--- src/rtl/ldr_pkg.sv ---
package ldr_pkg;
  localparam int NUM_FIELDS = 2;
  localparam int FLD_SVID   = 0;
  localparam int FLD_SID    = 1;

  typedef enum logic [1:0] {
    LS_START,
    LS_ISSUE,
    LS_WAIT,
    LS_DONE
  } ld_state_e;
endpackage

--- src/rtl/ldr_retry.sv ---
module ldr_retry #(
  parameter int MAX_RETRY = 4,
  localparam int CW = $clog2(MAX_RETRY + 1)
) (
  input  logic          clk,
  input  logic          rst_n,
  input  logic          clr_i,
  input  logic          inc_i,
  output logic [CW-1:0] cnt_o,
  output logic          spent_o
);
  logic [CW-1:0] cnt_q, cnt_n;
  logic          cnt_en;

  always_comb begin
    cnt_en = clr_i | inc_i;
    cnt_n  = cnt_q;
    if (clr_i)      cnt_n = '0;
    else if (inc_i) cnt_n = cnt_q + CW'(1);
  end

  always_ff @(posedge clk or negedge rst_n) begin
    if (!rst_n)      cnt_q <= '0;
    else if (cnt_en) cnt_q <= cnt_n;
  end

  assign cnt_o   = cnt_q;
  assign spent_o = (cnt_q == CW'(MAX_RETRY));
endmodule

--- src/rtl/ldr_fields.sv ---
module ldr_fields
  import ldr_pkg::*;
#(
  parameter int FIELD_BYTES = 2,
  localparam int FW     = 8 * FIELD_BYTES,
  localparam int FSEL_W = (NUM_FIELDS > 1) ? $clog2(NUM_FIELDS) : 1,
  localparam int BSEL_W = (FIELD_BYTES > 1) ? $clog2(FIELD_BYTES) : 1
) (
  input  logic                             clk,
  input  logic                             rst_n,
  input  logic                             wr_i,
  input  logic                             clr_i,
  input  logic [FSEL_W-1:0]                fsel_i,
  input  logic [BSEL_W-1:0]                bsel_i,
  input  logic [7:0]                       data_i,
  output logic [NUM_FIELDS-1:0][FW-1:0]    fields_o
);
  for (genvar f = 0; f < NUM_FIELDS; f++) begin : g_fld
    logic [FW-1:0] val_q, val_n;
    logic          hit, val_en;

    always_comb begin
      hit    = (fsel_i == FSEL_W'(f));
      val_en = hit & (wr_i | clr_i);
      val_n  = val_q;
      if (clr_i) begin
        val_n = '0;
      end else begin
        for (int b = 0; b < FIELD_BYTES; b++) begin
          if (bsel_i == BSEL_W'(b)) val_n[8*b +: 8] = data_i;
        end
      end
    end

    always_ff @(posedge clk or negedge rst_n) begin
      if (!rst_n)      val_q <= '0;
      else if (val_en) val_q <= val_n;
    end

    assign fields_o[f] = val_q;
  end
endmodule

--- src/rtl/ldr_seq.sv ---
module ldr_seq
  import ldr_pkg::*;
#(
  parameter int ADDR_W      = 8,
  parameter int FIELD_BYTES = 2,
  parameter int CTRL_ADDR   = 0,
  localparam int FSEL_W = (NUM_FIELDS > 1) ? $clog2(NUM_FIELDS) : 1,
  localparam int BSEL_W = (FIELD_BYTES > 1) ? $clog2(FIELD_BYTES) : 1
) (
  input  logic                  clk,
  input  logic                  rst_n,
  input  logic                  eng_busy_i,
  input  logic                  eng_done_i,
  input  logic                  eng_nack_i,
  input  logic [NUM_FIELDS-1:0] ctrl_en_i,
  input  logic                  ctrl_cap_i,
  input  logic                  retry_spent_i,
  output logic                  retry_clr_o,
  output logic                  retry_inc_o,
  output logic                  ld_req_o,
  output logic [ADDR_W-1:0]     ld_addr_o,
  output logic                  fld_wr_o,
  output logic                  fld_clr_o,
  output logic [FSEL_W-1:0]     fsel_o,
  output logic [BSEL_W-1:0]     bsel_o,
  output logic                  cap_list_o,
  output logic                  load_done_o
);
  ld_state_e             state_q, state_n;
  logic                  ctrl_q, ctrl_n;
  logic [FSEL_W-1:0]     fld_q, fld_n;
  logic [BSEL_W-1:0]     byte_q, byte_n;
  logic [NUM_FIELDS-1:0] en_q, en_n;
  logic                  cap_q, cap_n;
  logic                  ok;
  logic [FSEL_W:0]       pick;

  // lowest enabled field at or above 'from'; MSB flags that one exists
  function automatic logic [FSEL_W:0] first_en(input logic [NUM_FIELDS-1:0] en,
                                               input int from);
    logic [FSEL_W:0] res;
    res = '0;
    for (int i = NUM_FIELDS - 1; i >= 0; i--) begin
      if (i >= from && en[i]) res = {1'b1, FSEL_W'(i)};
    end
    return res;
  endfunction

  always_comb begin
    state_n     = state_q;
    ctrl_n      = ctrl_q;
    fld_n       = fld_q;
    byte_n      = byte_q;
    en_n        = en_q;
    cap_n       = cap_q;
    ld_req_o    = 1'b0;
    retry_clr_o = 1'b0;
    retry_inc_o = 1'b0;
    fld_wr_o    = 1'b0;
    fld_clr_o   = 1'b0;
    ok          = ~eng_nack_i;
    pick        = '0;
    unique case (state_q)
      LS_START: begin
        ctrl_n  = 1'b1;
        state_n = LS_ISSUE;
      end
      LS_ISSUE: begin
        ld_req_o = ~eng_busy_i;
        if (!eng_busy_i) state_n = LS_WAIT;
      end
      LS_WAIT: begin
        if (eng_done_i) begin
          if (eng_nack_i && !retry_spent_i) begin
            retry_inc_o = 1'b1;
            state_n     = LS_ISSUE;
          end else begin
            retry_clr_o = 1'b1;
            if (ctrl_q) begin
              en_n = ok ? ctrl_en_i : '0;
              if (ok && ctrl_cap_i) cap_n = 1'b0;
              pick = first_en(en_n, 0);
            end else if (ok && byte_q != BSEL_W'(FIELD_BYTES - 1)) begin
              fld_wr_o = 1'b1;
              byte_n   = byte_q + BSEL_W'(1);
              state_n  = LS_ISSUE;
            end else begin
              fld_wr_o  = ok;
              fld_clr_o = ~ok;
              pick      = first_en(en_q, int'(fld_q) + 1);
            end
            if (ctrl_q || !ok || byte_q == BSEL_W'(FIELD_BYTES - 1)) begin
              if (pick[FSEL_W]) begin
                ctrl_n  = 1'b0;
                fld_n   = pick[FSEL_W-1:0];
                byte_n  = '0;
                state_n = LS_ISSUE;
              end else begin
                state_n = LS_DONE;
              end
            end
          end
        end
      end
      default: state_n = LS_DONE;
    endcase
  end

  always_ff @(posedge clk or negedge rst_n) begin
    if (!rst_n) begin
      state_q <= LS_START;
      ctrl_q  <= 1'b1;
      fld_q   <= '0;
      byte_q  <= '0;
      en_q    <= '0;
      cap_q   <= 1'b1;
    end else begin
      state_q <= state_n;
      ctrl_q  <= ctrl_n;
      fld_q   <= fld_n;
      byte_q  <= byte_n;
      en_q    <= en_n;
      cap_q   <= cap_n;
    end
  end

  assign ld_addr_o   = ctrl_q ? ADDR_W'(CTRL_ADDR)
                              : ADDR_W'(CTRL_ADDR + 1 + int'(fld_q) * FIELD_BYTES + int'(byte_q));
  assign fsel_o      = fld_q;
  assign bsel_o      = byte_q;
  assign cap_list_o  = cap_q;
  assign load_done_o = (state_q == LS_DONE);
endmodule

--- src/rtl/ee_cfg_loader.sv ---
module ee_cfg_loader
  import ldr_pkg::*;
#(
  parameter int ADDR_W      = 8,
  parameter int FIELD_BYTES = 2,
  parameter int CTRL_ADDR   = 0,
  parameter int CAP_BIT     = 2,
  parameter int MAX_RETRY   = 4,
  localparam int FW     = 8 * FIELD_BYTES,
  localparam int RCW    = $clog2(MAX_RETRY + 1),
  localparam int FSEL_W = (NUM_FIELDS > 1) ? $clog2(NUM_FIELDS) : 1,
  localparam int BSEL_W = (FIELD_BYTES > 1) ? $clog2(FIELD_BYTES) : 1
) (
  input  logic              clk,
  input  logic              rst_n,
  input  logic              host_req_i,
  input  logic [ADDR_W-1:0] host_addr_i,
  output logic              eng_req_o,
  output logic [ADDR_W-1:0] eng_addr_o,
  input  logic              eng_busy_i,
  input  logic              eng_done_i,
  input  logic              eng_nack_i,
  input  logic [7:0]        eng_data_i,
  output logic [FW-1:0]     svid_o,
  output logic [FW-1:0]     sid_o,
  output logic              cap_list_o,
  output logic              load_done_o
);
  logic                          ld_req;
  logic [ADDR_W-1:0]             ld_addr;
  logic                          retry_clr, retry_inc, retry_spent;
  logic [RCW-1:0]                retry_cnt;
  logic                          fld_wr, fld_clr;
  logic [FSEL_W-1:0]             fsel;
  logic [BSEL_W-1:0]             bsel;
  logic [NUM_FIELDS-1:0][FW-1:0] fld_vals;

  ldr_seq #(
    .ADDR_W(ADDR_W), .FIELD_BYTES(FIELD_BYTES), .CTRL_ADDR(CTRL_ADDR)
  ) u_seq (
    .clk(clk), .rst_n(rst_n),
    .eng_busy_i(eng_busy_i), .eng_done_i(eng_done_i), .eng_nack_i(eng_nack_i),
    .ctrl_en_i(eng_data_i[NUM_FIELDS-1:0]), .ctrl_cap_i(eng_data_i[CAP_BIT]),
    .retry_spent_i(retry_spent), .retry_clr_o(retry_clr), .retry_inc_o(retry_inc),
    .ld_req_o(ld_req), .ld_addr_o(ld_addr),
    .fld_wr_o(fld_wr), .fld_clr_o(fld_clr), .fsel_o(fsel), .bsel_o(bsel),
    .cap_list_o(cap_list_o), .load_done_o(load_done_o)
  );

  ldr_retry #(.MAX_RETRY(MAX_RETRY)) u_retry (
    .clk(clk), .rst_n(rst_n), .clr_i(retry_clr), .inc_i(retry_inc),
    .cnt_o(retry_cnt), .spent_o(retry_spent)
  );

  ldr_fields #(.FIELD_BYTES(FIELD_BYTES)) u_fields (
    .clk(clk), .rst_n(rst_n), .wr_i(fld_wr), .clr_i(fld_clr),
    .fsel_i(fsel), .bsel_i(bsel), .data_i(eng_data_i), .fields_o(fld_vals)
  );

  // host path is gated until the load sequence has finished
  assign eng_req_o  = ld_req | (host_req_i & load_done_o);
  assign eng_addr_o = ld_req ? ld_addr : host_addr_i;
  assign svid_o     = fld_vals[FLD_SVID];
  assign sid_o      = fld_vals[FLD_SID];
endmodule

--- config.mk ---
export PLATFORM = sky130hd
export DESIGN_NAME = ee_cfg_loader
export DESIGN_NICKNAME = d
export VERILOG_FILES = /design/src/rtl/ldr_pkg.sv /design/src/rtl/ldr_retry.sv /design/src/rtl/ldr_fields.sv /design/src/rtl/ldr_seq.sv /design/src/rtl/ee_cfg_loader.sv
export SDC_FILE = /design/constraint.sdc
export NUM_CORES = 1
export LEC_CHECK = 0
export ABC_AREA = 0
export BUFFER_PORTS_ARGS = -buffer_cell sky130_fd_sc_hd__buf_2
export CAP_MARGIN = 20
export CORE_MARGIN = 4
export CORE_UTILIZATION = 35
export DETAILED_ROUTE_END_ITERATION = 16
export PLACE_DENSITY_LB_ADDON = 0.15
export SYNTH_ARGS = -nofsm -noshare
export SYNTH_HDL_FRONTEND = slang
export SYNTH_SLANG_ARGS = --single-unit
--- constraint.sdc ---
create_clock -name clk -period 1.6 [get_ports clk]
set_input_delay 0.32 -clock clk [delete_from_list [all_inputs] [get_ports clk]]
set_output_delay 0.32 -clock clk [all_outputs]
set_load 0.005 [all_outputs]
## After elaboration in Yosys (flattened, before gate mapping)

Index checks and enable logic that the tools add are counted.

- Register bits after elaboration: 43
- Input port bits: 22
- Output and inout port bits: 43
- Logic and storage cells: 115

- Add/subtract/negate cells: 5
- Order comparisons: 2
- Equality and inequality tests: 12
- Mux-type cells: 51
- Bitwise logic cells: 11
- Reduce and logical (&&, ||, !) cells: 23

Operator list:

| cell | number |
|---|---|
| $mux 2 | 17 |
| $ge 1x32->1 const A | 1 |
| $ge 2x32->1 const A | 1 |
| $mux 8 | 4 |
| $mux 1 | 25 |
| $mux 16 | 1 |
| $reduce_and 5->1 | 3 |
| $reduce_and 2->1 | 5 |
| $add 8x2->8 | 1 |
| $reduce_and 4->1 | 2 |
| $mux 3 | 2 |
| $ne 2x1->1 const B | 3 |
| $ne 2x2->1 const B | 3 |
| $pmux 2 s3 | 1 |
| $reduce_bool 2->1 | 3 |
| $logic_and 1x1->1 | 5 |
| $not 1->1 | 5 |
| $eq 2x2->1 const B | 2 |
| $ne 4x1->1 const B | 1 |
| $ne 4x4->1 const B | 1 |
| $add 1x2->3 const A | 1 |
| $add 3x1->3 const B | 1 |
| $and 1x1->1 | 3 |
| $eq 3x3->1 const B | 1 |
| 9 further kinds | 12 |

## Logic depth before layout (Yosys ltp)

- Word-level depth: 15
- Depth in mapped cells: 7
- Mapped depth without buffers: 6

## By module

Synthesis repeated with hierarchy kept, for this count alone.

- Cells, all modules: 234
- Area total of the unflattened synthesis: 2386.0 um^2

By module, submodules not included:

| module | times used | cells an instance | area each (um^2) |
|---|---|---|---|
| ldr_fields | 1 | 155 | 1589.0 |
| ldr_seq | 1 | 54 | 490.5 |
| ldr_retry | 1 | 15 | 166.4 |
| ee_cfg_loader | 1 | 10 | 140.1 |

## Least setup slack after synthesis

Ideal clock, no wire load.

- Kind: reg2reg
- Start point: register u_retry.cnt_q[0], in the netlist u_retry.cnt_o[0]
- End point: register u_seq.en_q[1]
- Setup time: 0.127 ns
- Data arrival time: 1.380 ns
- Data required time: 1.473 ns
- Slack: 0.092 ns
- Cell stages (with the launch flop): 7
- Path buffers: 0
- Clock period less this slack: 1.508 ns
- Path through: dfrtp_1 inv_1 ha_1 a21boi_0 nor2_2 nand2_1 mux2_1

- Word-level cells in the longest chain between the ends: 5

RTL lines:

| item | line | RTL |
|---|---|---|
| start: declaration | ldr_retry.sv:12 | `logic [CW-1:0] cnt_q, cnt_n;` |
| start signal: assignment | ldr_retry.sv:24 | `else if (cnt_en) cnt_q <= cnt_n;` |
| $eq 3x3->1 | ldr_retry.sv:28 | `assign spent_o = (cnt_q == CW'(MAX_RETRY));` |
| $logic_not 1->1 | ldr_seq.sv:74 | `if (eng_nack_i && !retry_spent_i) begin` |
| $logic_and 1x1->1 | ldr_seq.sv:74 |  |
| $not 1->1 (no source line) | - |  |
| $reduce_and 4->1 (no source line) | - |  |
| end signal: assignment | ldr_seq.sv:122 | `en_q <= en_n;` |
| end: declaration | ldr_seq.sv:33 | `logic [NUM_FIELDS-1:0] en_q, en_n;` |

No other way between the ends.
A chain may end at the register's enable or synchronous reset.

## Worst setup path in the final report

- Start point: register u_seq.state_q[1]
- End point: output port eng_addr_o[0]

- Word-level cells in the longest chain between the ends: 3

RTL lines:

| item | line | RTL |
|---|---|---|
| start: declaration | ldr_seq.sv:29 | `ld_state_e state_q, state_n;` |
| start signal: assignment | ldr_seq.sv:118 | `state_q <= state_n;` |
| $eq 2x1->1 | ldr_seq.sv:63 | `unique case (state_q)` |
| $mux 1 | ldr_seq.sv:63 |  |
| $mux 8 | ee_cfg_loader.sv:62 | `assign eng_addr_o = ld_req ? ld_addr : host_addr_i;` |
| end: declaration | ee_cfg_loader.sv:19 | `output logic [ADDR_W-1:0] eng_addr_o,` |

No other way between the ends.

==> impl_metrics.py <==
metrics = {
    "yosys": {
        "synth_nets": 219,
        "syn_inst": 194,
        "synth.distinct_cells": 32,
        "synth.top_cells.by_count": "nand2_1, dfrtp_1, o21ai_0, o21ai_2",
        "synth_flop_cell": "dfrtp_1",
        "synth_edf_count": 0,
        "yosysMostFrequentCell": "nand2_1",
        "syn_area_sq_mm": 0.00199,
        "ys_seq_area_share_pct": 53.1,
        "syn_area_per_cell_sq_um": 10.2,
        "yosysTopAreaCellShare_pct": 50.4,
        "post-synth-top-area-cell": "dfrtp_1",
        "ys_seq_elements": 42,
        "async_flop_share_pct": 100,
        "ys_warn_count": 0,
        "synth.area.top_cells": "dfrtp_1, nand2_1, o21ai_2",
    },
    "placed_design": {
        "portBuffers": 64,
        "gp_congestion": 0.709,
        "dp_hpwl_mm": 3.40,
        "dp_cells": 331,
    },
    "timing": {
        "tightest_slew_ns": 0.399,
        "final-hold-violation-count": 0,
        "fin_crit_sh_pct": 104,
        "setup_slack_ns": -0.0595,
        "rsz0062_at_grt": "true",
        "period_needed_ns": 1.66,
        "finalClockSkew_ns": 0.00904,
        "maxSlewViolCount": 0,
        "finalSetupViolations": 9,
        "maxSlewHeadroom_pct": 73.4,
        "max_freq_ghz": 0.603,
    },
    "finish": {
        "area_delta_synth_final_pct": 42.8,
        "seq_area_sq_mm": 0.00106,
        "final.fill_count": 537,
        "layout-drive-gt1-share_pct": 51.4,
        "final_nets": 308,
        "finalNonFillerCells": 356,
        "num_antenna_cells": 0,
        "utilization_pct": 51.5,
        "multiInputGateArea_sq_um": 912,
    },
    "route": {
        "ant_nets": 0,
        "first_pass_iters": 4,
        "routedWlPerCell_um": 13.6,
        "wirelength_mm": 4.85,
        "vias_per_cell": 4.62,
        "drtIter0Drc": 57,
        "vias": 1644,
        "drc_errors": 0,
    },
    "clock_network": {
        "root_buffer": "clkbuf_8",
        "cts_buffers": 5,
        "clk_pin_slew_ns": 0.08,
        "clk_latency_ns": 0.29,
        "htreeDepth": 2,
        "clock_path_buffers": 2,
        "cts_sinks": 42,
        "cts_tree": "done",
    },
    "global_routing": {
        "gr-total-overflow": 0,
        "grt_pass1_vias": 1580,
        "antenna_found_initial": 0,
        "grt_max_degree": 27,
        "grt_util_all_layers_pct": 13.9,
        "grt_pass1_wl_mm": 7.89,
    },
    "worst_setup_path": {
        "worstPathMaxFanout": 3,
        "cp-start-kind": "flop",
        "crit_type": "reg2out",
        "cp-end-kind": "output port",
        "critPathRequiredTime_ns": 1.28,
        "cp_data_arrival_time_ns": 1.34,
    },
    "floorplan": {
        "core_sq_mm": 0.00551,
        "die-area_sq_mm": 0.00694,
        "fp.dieW_um": 83.3,
        "die_h_um": 83.3,
        "rows": 27,
        "initial_utilization_pct": 36.1,
        "pin_count": 65,
    },
    "status": {
        "violations": "negative setup slack",
        "status": "finished with violations",
    },
    "power": {
        "p_leak_nw": 1.42,
        "vdd_drop_max_mv": 0.493,
        "power_density_mw_per_mm2": 799,
    },
    "run": {
        "drv_cap": 0,
    },
    "hold_path": {
        "min_path_type": "in2reg",
    },
}
==> state kept, by name, summed over array words and instances (netlist names) <==
register	count
u_fields.g_fld.val_q	32
u_retry.cnt_o	3
u_seq.bsel_o	1
u_seq.cap_list_o	1
u_seq.ctrl_q	1
u_seq.en_q	1
u_seq.fsel_o	1
u_seq.state_q	2
==> final cells by class <==
| cell class | count | area share [%] |
|---|---|---|
| Clock inverter | 3 | 0.750 |
| Inverter | 6 | 0.794 |
| Multi-Input combinational cell | 138 | 32.2 |
| Clock buffer | 5 | 2.43 |
| Sequential cell | 42 | 37.2 |
| Timing Repair Buffer | 90 | 23.5 |
| Tap cell | 72 | 3.18 |
==> routing by layer <==
layer	routed length (um)	vias to the layer above	GRT usage [%]	share of wire, %
li1	-	829	-	-
met3	254	2	3.27	5.2
met5	0	-	0	0
met4	15	0	3.12	0.31
met2	2420	35	23.3	50
met1	2170	778	18.2	45
==> worst max-delay path, stage by stage (launching register included) <==
cell     delay [ns]
dfrtp_1        0.40
nor2_2         0.15
nand2_2        0.10
mux2_2         0.27
buf_2          0.13
==> power by group <==
group          internal (W)  leakage [nW]  switching (W)
registers           0.00113         0.562      0.0000485
clock network      0.000307        0.0441       0.000379
logic              0.000196         0.815       0.000208
==> logic make-up (layout without fill, tap and decap cells) <==
logic type / count (synthesis) / count (layout) / synth area share [%]
AO/OA/AOI/OAI: 54 / 54 / 20.4
adder cells (fa/ha/maj): 3 / 3 / 1.89
flip-flops: 42 / 42 / 53.1
AND/OR/NAND/NOR: 79 / 79 / 18.8
multiplexers: 2 / 2 / 1.13
buffers and inverters: 14 / 104 / 4.66
==> stage by stage <==
stage	cell area, sq um	TNS [ns]	power (W)	hold slack [ns]	worst slack [ns]
after CTS	2600	-0.191	0.00223	0.199	-0.0553
final	2840	-0.257	0.00227	0.204	-0.0595
after global placement	2420	-0.0196	0.00151	0.281	-0.0196
after detailed placement	2420	-0.0724	0.00152	0.269	-0.0613
after global routing	2840	-1.41	0.00241	0.196	-0.116
after floorplan	1990	0	0.00137	0.0244	0.0921
==> cell usage in the layout (no fill, tap or decap), types with 4 or more instances in the layout <==
cell      instances
buf_2            59
nand2_1          44
dfrtp_1          38
o21ai_1          16
o21ai_2          15
buf_4            13
nand2_2          10
buf_6            10
o21ai_0           8
inv_1             6
and2_4            6
clkbuf_8          5
buf_12            5
nor2_1            4
o211ai_4          4
a21oi_1           4
==> repair_timing <==
action / CTS / global route
setup endpoints to repair: 26 / 28
pin swaps: 5 / 15
gates resized for setup: 7 / 41
hold buffers: 1 / 0
hold endpoints to repair: 16 / 0
buffers inserted: 10 / 4
cloned: 0 / 3
==> path summary, 6_finish.rpt <==
check	from	endpoint	slack, ns	cells past startpoint
setup reg to reg	u_seq.state_q[1]	u_fields.g_fld[0].val_q[9]	0	8
hold reg to reg	u_fields.g_fld[0].val_q[1]	u_fields.g_fld[0].val_q[1]	0.48	2
min in group asynchronous	rst_n	u_fields.g_fld[0].val_q[3]	0.48	2
max in group asynchronous	rst_n	u_seq.ctrl_q	0.56	3
setup / recovery	u_seq.state_q[1]	eng_addr_o[0]	-0.06	4
hold / removal	eng_data_i[2]	u_seq.cap_list_o	0.20	2
No activity file was read; power rests on OpenSTA's default activity.
